--- config.mk ---
export PLATFORM = sky130hd
export DESIGN_NAME = pos_oe_seq
export DESIGN_NICKNAME = d
export VERILOG_FILES = /design/src/rtl/pos_pkg.sv /design/src/rtl/pos_delay_cnt.sv /design/src/rtl/pos_fsm.sv /design/src/rtl/pos_oe_decode.sv /design/src/rtl/pos_oe_seq.sv
export SDC_FILE = /design/constraint.sdc
export NUM_CORES = 1
export LEC_CHECK = 0
export CAP_MARGIN = 20
export CORE_MARGIN = 2
export CORE_UTILIZATION = 40
export CTS_CLUSTER_DIAMETER = 50
export DETAILED_ROUTE_END_ITERATION = 8
export PLACE_DENSITY = 0.63
export SYNTH_ARGS = -nofsm -noshare
export SYNTH_HDL_FRONTEND = slang
export SYNTH_SLANG_ARGS = --single-unit
--- constraint.sdc ---
create_clock -name clk -period 4.7 [get_ports clk]
set_input_delay 0.94 -clock clk [delete_from_list [all_inputs] [get_ports clk]]
set_output_delay 0.94 -clock clk [all_outputs]
set_load 0.03 [all_outputs]
--- src/rtl/pos_pkg.sv ---
package pos_pkg;
    typedef enum logic [1:0] {
        ST_RESET_HIZ   = 2'd0,
        ST_INT_RESET   = 2'd1,
        ST_WAIT_CONFIG = 2'd2,
        ST_RUN         = 2'd3
    } pos_state_e;
endpackage

--- src/rtl/pos_delay_cnt.sv ---
// Counts the cycles of the internal reset phase while run is high.
module pos_delay_cnt #(
    parameter int CYCLES = 1_000_000,
    localparam int CW = (CYCLES > 1) ? $clog2(CYCLES) : 1
) (
    input  logic clk,
    input  logic arst_n,
    input  logic run,
    output logic expired
);
    localparam logic [CW-1:0] LAST = CW'(CYCLES - 1);

    typedef struct packed {
        logic [CW-1:0] cnt;
    } cnt_t;

    cnt_t cnt_d, cnt_q;

    always_comb begin
        cnt_d = cnt_q;
        if (!run) begin
            cnt_d.cnt = '0;
        end else if (cnt_q.cnt != LAST) begin
            cnt_d.cnt = cnt_q.cnt + CW'(1);
        end
        expired = run && (cnt_q.cnt == LAST);
    end

    always_ff @(posedge clk or negedge arst_n) begin
        if (!arst_n) begin
            cnt_q <= '0;
        end else begin
            cnt_q <= cnt_d;
        end
    end
endmodule

--- src/rtl/pos_fsm.sv ---
// Phase sequencer: reset -> internal reset -> wait for config -> run.
module pos_fsm
    import pos_pkg::*;
(
    input  logic       clk,
    input  logic       arst_n,
    input  logic       delay_done,
    input  logic       cfg_done,
    output pos_state_e state
);
    typedef struct packed {
        pos_state_e st;
    } fsm_t;

    fsm_t fsm_d, fsm_q;

    always_comb begin
        fsm_d = fsm_q;
        unique case (fsm_q.st)
            ST_RESET_HIZ:   fsm_d.st = ST_INT_RESET;
            ST_INT_RESET:   if (delay_done) fsm_d.st = ST_WAIT_CONFIG;
            ST_WAIT_CONFIG: if (cfg_done) fsm_d.st = ST_RUN;
            ST_RUN:         fsm_d.st = ST_RUN;
            default:        fsm_d.st = ST_RESET_HIZ;
        endcase
    end

    always_ff @(posedge clk or negedge arst_n) begin
        if (!arst_n) begin
            fsm_q.st <= ST_RESET_HIZ;
        end else begin
            fsm_q <= fsm_d;
        end
    end

    assign state = fsm_q.st;
endmodule

--- src/rtl/pos_oe_decode.sv ---
// Maps the phase to the per-pin enables. The reset forces all enables low
// directly, so pins float even before any clock edge.
module pos_oe_decode
    import pos_pkg::*;
#(
    parameter int VB_W = 8,
    parameter int ST_W = 2
) (
    input  logic            arst_n,
    input  pos_state_e      state,
    output logic            oe_pclk,
    output logic            oe_sdata,
    output logic [VB_W-1:0] oe_vbus,
    output logic            oe_rtc,
    output logic [ST_W-1:0] oe_stat
);
    logic stage1_en;
    logic stage2_en;

    always_comb begin
        stage1_en = arst_n && ((state == ST_WAIT_CONFIG) || (state == ST_RUN));
        stage2_en = arst_n && (state == ST_RUN);
    end

    assign oe_pclk  = stage1_en;
    assign oe_sdata = stage1_en;
    assign oe_rtc   = stage2_en;

    for (genvar b = 0; b < VB_W; b++) begin : g_vbus
        assign oe_vbus[b] = stage2_en;
    end

    for (genvar s = 0; s < ST_W; s++) begin : g_stat
        assign oe_stat[s] = stage2_en;
    end
endmodule

--- src/rtl/pos_oe_seq.sv ---
module pos_oe_seq
    import pos_pkg::*;
#(
    parameter int RST_CYCLES = 1_000_000,
    parameter int VB_W       = 8,
    parameter int ST_W       = 2
) (
    input  logic            clk,
    input  logic            arst_n,
    input  logic            cfg_done,
    output logic            oe_pclk,
    output logic            oe_sdata,
    output logic [VB_W-1:0] oe_vbus,
    output logic            oe_rtc,
    output logic [ST_W-1:0] oe_stat,
    output logic [1:0]      state_o
);
    pos_state_e state;
    logic       delay_run;
    logic       delay_done;

    assign delay_run = (state == ST_INT_RESET);

    pos_delay_cnt #(.CYCLES(RST_CYCLES)) delay_i (
        .clk     (clk),
        .arst_n  (arst_n),
        .run     (delay_run),
        .expired (delay_done)
    );

    pos_fsm fsm_i (
        .clk        (clk),
        .arst_n     (arst_n),
        .delay_done (delay_done),
        .cfg_done   (cfg_done),
        .state      (state)
    );

    pos_oe_decode #(.VB_W(VB_W), .ST_W(ST_W)) dec_i (
        .arst_n   (arst_n),
        .state    (state),
        .oe_pclk  (oe_pclk),
        .oe_sdata (oe_sdata),
        .oe_vbus  (oe_vbus),
        .oe_rtc   (oe_rtc),
        .oe_stat  (oe_stat)
    );

    assign state_o = state;
endmodule

Word level (Yosys, flattened, before mapping)
Index checks and enable logic that the tools add are counted.

Flip-flop bits (word level): 22. Memory bits (writable): 0. Logic and storage cells: 22. Bits in latches: 0. Output and inout port bits: 15. Input bits: 3. Bits in read-only memories: 0. Memories kept: 0.

Divide/modulo/power cells: 0. Shift operators: 0. Equality and inequality tests: 8. Reductions and logical operators: 6. Multipliers: 0. $lt $le $gt $ge: 0. Bitwise operators: 0. Muxes and demuxes: 5. Add/sub/neg operators: 1.

Operators with widths (count): 20-bit two-way mux (2); 20-bit by 1-bit adder with 20-bit output (second input constant) (1); 20-bit == test (second input constant) (1); 20-bit inequality test (second input constant) (1); 2-bit one-hot mux with 4 select lines (1); 2-bit inequality test (second input constant) (3); 2-bit == test (second input constant) (2); 2-bit two-way mux (2); 1-bit logical AND (3); 2-bit by 1-bit == test with 1-bit output (second input constant) (1); 2-bit zero test (1); 2-bit AND reduction (1); 1-bit logical OR (1).

Longest topological paths before layout
Word-level depth: 4. Depth in mapped cells: 6. Depth with buffers taken out: 5.

Modules after synthesis
Synthesis repeated with hierarchy kept, for this count alone.

Cells, all modules: 130. Area, all modules: 1247.4 um2.

Modules (own cells, without submodules): pos_delay_cnt (area an instance 1063.5 um2, cells each 109, instances 1, seq. area each 500.5 um2); pos_oe_decode (area an instance 95.1 um2, cells each 13, instances 1, seq. area each 0.0 um2); pos_fsm (area an instance 75.1 um2, cells each 7, instances 1, seq. area each 50.0 um2); pos_oe_seq (area an instance 13.8 um2, cells each 1, instances 1, seq. area each 0.0 um2).

Worst setup path before layout
No wires, ideal clock.

Kind: in2out. Start point: input port arst_n. End point: output port oe_stat[0]. Cell stages on the path: 2. Arrival: 1682 ps. Setup slack: 2078 ps. Buffers on the path: 1. Required time: 3760 ps. Cell sequence: and3_1 -> buf_4.

Word-level cells in the longest chain between the ends: 1.

Ends and longest elaborated chain: from (decl) (RTL line pos_oe_seq.sv:9) `input logic arst_n,`; 1-bit logical AND (RTL line pos_oe_decode.sv:22) `stage2_en = arst_n && (state == ST_RUN);`; to (decl) (RTL line pos_oe_seq.sv:15) `output logic [ST_W-1:0] oe_stat,`.

No other way between the ends.

Worst setup path after layout
Start point: input port arst_n. End point: output port oe_sdata.

Word-level cells in the longest chain between the ends: 1.

Ends and longest elaborated chain: 1-bit logical AND (RTL line pos_oe_decode.sv:21) `stage1_en = arst_n && ((state == ST_WAIT_CONFIG) || (state == ST_RUN));`; to (decl) (RTL line pos_oe_seq.sv:12) `output logic oe_sdata,`.

No other way between the ends.

==> reports/metrics.json <==
{
  "setup_viol": 0,
  "setup.worst_path.end_class": "primary output",
  "clock-root-buffer": "clkbuf_4",
  "floorplan.die_area_um2": 3800,
  "antennaDiodeCount": 0,
  "max_transition_margin_pct": 52.0,
  "place.detailed.hpwl_um": 1880,
  "worst_ep_arrival_time_ps": 2570,
  "number_of_antenna_violations_at_the_first_check_in_global_routing": 0,
  "detail_route.iter0.violations": 43,
  "worstSetupPathType": "input port to primary output",
  "tightest_slew_ps": 720,
  "status": "complete, no violations",
  "final_hold_viol_count": 0,
  "final_common_cell": "dfrtp_1",
  "clock_insertion_delay_worst_skew_ps": 320,
  "clock_tree_from_tritoncts": "built",
  "drc": 0,
  "layout_cells_sized_above_1_pct": 9.86,
  "ir_drop_v": 0.000128,
  "power.density_cell_area_nw_per_um2": 192,
  "grt_usage_pct": 17.2,
  "design_area_um2": 1470,
  "synth_cell_type_count": 40,
  "pwr-share-comb_pct": 2.1,
  "coreArea_um2": 3100,
  "synthesized_flop_and_latch_total": 22,
  "grt_overflow_total": 0,
  "io_pins": 18,
  "cts_repair_resize_count": 0,
  "num-fill-cells": 335,
  "finish.net_count": 148,
  "initial_util_pct": 42.9,
  "cts_made_buffers": 3,
  "routed_wl_um": 2670,
  "clk_path_buf_depth": 2,
  "yosys-top-cells-area": "dfrtp_1 (41%), buf_4 (6.2%), xnor2_1 (5.3%)",
  "whs_ps": 569,
  "fp.dieH_um": 61.7,
  "setup_repair_after_global_routing_missed_its_margin": "false",
  "final_cell_mix": "dfrtp_1 (22), clkdlybuf4s50_1 (17), nor2_1 (10)",
  "share_clk_of_total_power_pct": 30.9,
  "ant_nets": 0,
  "grt_start_max_net_pins": 24,
  "power.switching_mw": 0.0608,
  "placement_rows": 20,
  "worst-path-max-fanout": 23,
  "postSynthNetCount": 140,
  "gp_congestion": 0.781,
  "synth.yosys.seq_area_share_pct": 41.4,
  "cts.clk_slew.worst_paths_ps": 110,
  "deepest_level_of_the_cts_h_tree": 1,
  "wire_per_inst_um": 14.3,
  "synth_top_cell_area_share_pct": 41.4,
  "synth.largest_area_cell": "dfrtp_1",
  "crit_path_start_kind": "input port",
  "vias_per_cell": 5.55,
  "total_leakage_power_nw": 0.553,
  "drv_slew": 0,
  "postCtsSetupRepairBufs": 0,
  "post-route-period-util_pct": 74.7,
  "grt_first_pass_wirelength_um": 4680,
  "power.total_mw": 0.282,
  "power_switching_share_pct": 21.6,
  "internal_power_mw": 0.221,
  "drt_pre_antenna_iters": 4,
  "cts_sinks": 22,
  "via_count": 1033,
  "min_delay_path_class": "register to register",
  "synthesis.area_per_instance_um2": 9.78,
  "die_w_um": 61.7,
  "cells_after_synth": 136,
  "max_cap_violations": 0,
  "clock_tree_skew_after_final_layout_ps": 2.04,
  "first_global_vias": 976,
  "ys_warn_count": 0,
  "worstPathRequired_ps": 3760,
  "p_seq_share_pct": 67.1,
  "min_period_ps": 3510,
  "io_buffers": 17,
  "syn_area_um2": 1330,
  "fin_setup_tns_ps": 0,
  "postCtsHoldBufs": 0,
  "achievable-frequency_ghz": 0.285,
  "synthToLayoutAreaGrowth_pct": 10.6,
  "postPlaceCellArea_um2": 1450,
  "post-route-util_pct": 47.4
}
==> synth_stat cells <==
library cell  number
dfrtp_1           22
buf_4             11
nor2_1            10
nand3_1            8
xnor2_1            8
nand4_1            7
a21oi_1            6
nor4_2             5
and2_1             4
and3_1             4
nand2_1            4
nor3_1             4
o21ai_0            4
a31oi_1            3
inv_1              3
o21ai_1            3
and4_1             2
buf_6              2
nand4b_1           2
nor3b_1            2
or3_1              2
or4_1              2
a211oi_1           1
a21o_1             1
a31o_1             1
and3b_1            1
and4bb_1           1
buf_1              1
buf_2              1
ha_1               1
nand2b_1           1
nand3_2            1
nand4_2            1
nor2b_1            1
nor3_2             1
nor4b_2            1
o211ai_1           1
o221ai_1           1
or3_4              1
xor2_1             1
==> registers in the layout, summed over array words and instances (netlist names) <==
register	count
delay_i.cnt_q	20
fsm_i.state	2
==> kinds of logic (layout without fill, tap and decap cells) <==
| kind of cell | count (synthesis) | in the layout | synth area share (%) |
|---|---|---|---|
| compound gates | 21 | 21 | 9.31 |
| xor+xnor | 9 | 9 | 5.93 |
| fa+ha+maj | 1 | 1 | 0.941 |
| buf+inv | 18 | 24 | 9.41 |
| flops | 22 | 22 | 41.4 |
| simple gates | 65 | 65 | 33.0 |
==> critical path, stage by stage <==
cell	delay, ps
clkdlybuf4s50_1	470
buf_4	290
and2_1	190
clkdlybuf4s50_1	670
==> final cells by class <==
cell class,count,area (um^2),area share [%]
clock buffers,3,22.5,1.53
inverters,3,11.3,0.765
multi-input cells,96,654,44.5
flip-flops and latches,22,551,37.4
well taps,44,55.1,3.74
repair buffers,18,178,12.1
==> metal layers <==
metal,GRT usage (%),share of wire [%],vias up
met5,0,0,-
met4,7.90,1.8,0
met3,5.04,4.6,4
met2,27.5,47,21
met1,21.3,47,503
li1,-,-,505
==> through the flow <==
stage | cells | setup slack, ps
after detailed placement | 183 | 1150
after global placement | 183 | 1180
after CTS | 186 | 1150
after floorplan | 136 | 2080
final | 186 | 1190
after global routing | 186 | 1100
==> power groups by stage <==
stage | clock network (mW) | logic, mW | registers (mW)
6_report | 0.0871 | 0.00586 | 0.189
5_1_grt | 0.0983 | 0.00687 | 0.189
4_1_cts | 0.0909 | 0.00628 | 0.189
3_5_place_dp | 0 | 0.00630 | 0.193
3_3_place_gp | 0 | 0.00618 | 0.193
2_1_floorplan | 0 | 0.00000396 | 0.193
==> final timing paths <==
| path | from | end | slack [ps] | cells past startpoint |
|---|---|---|---|---|
| setup / recovery | arst_n | oe_sdata | 1190 | 4 |
| hold / removal | delay_i.cnt_q[19] | delay_i.cnt_q[19] | 570 | 2 |
| setup reg to reg | fsm_i.state[1] | delay_i.cnt_q[6] | 2850 | 3 |
| hold reg to reg | delay_i.cnt_q[19] | delay_i.cnt_q[19] | 570 | 2 |
| max in group asynchronous | arst_n | delay_i.cnt_q[7] | 3490 | 2 |
| min in group asynchronous | arst_n | delay_i.cnt_q[3] | 990 | 2 |
No activity file was read; power rests on OpenSTA's default activity.
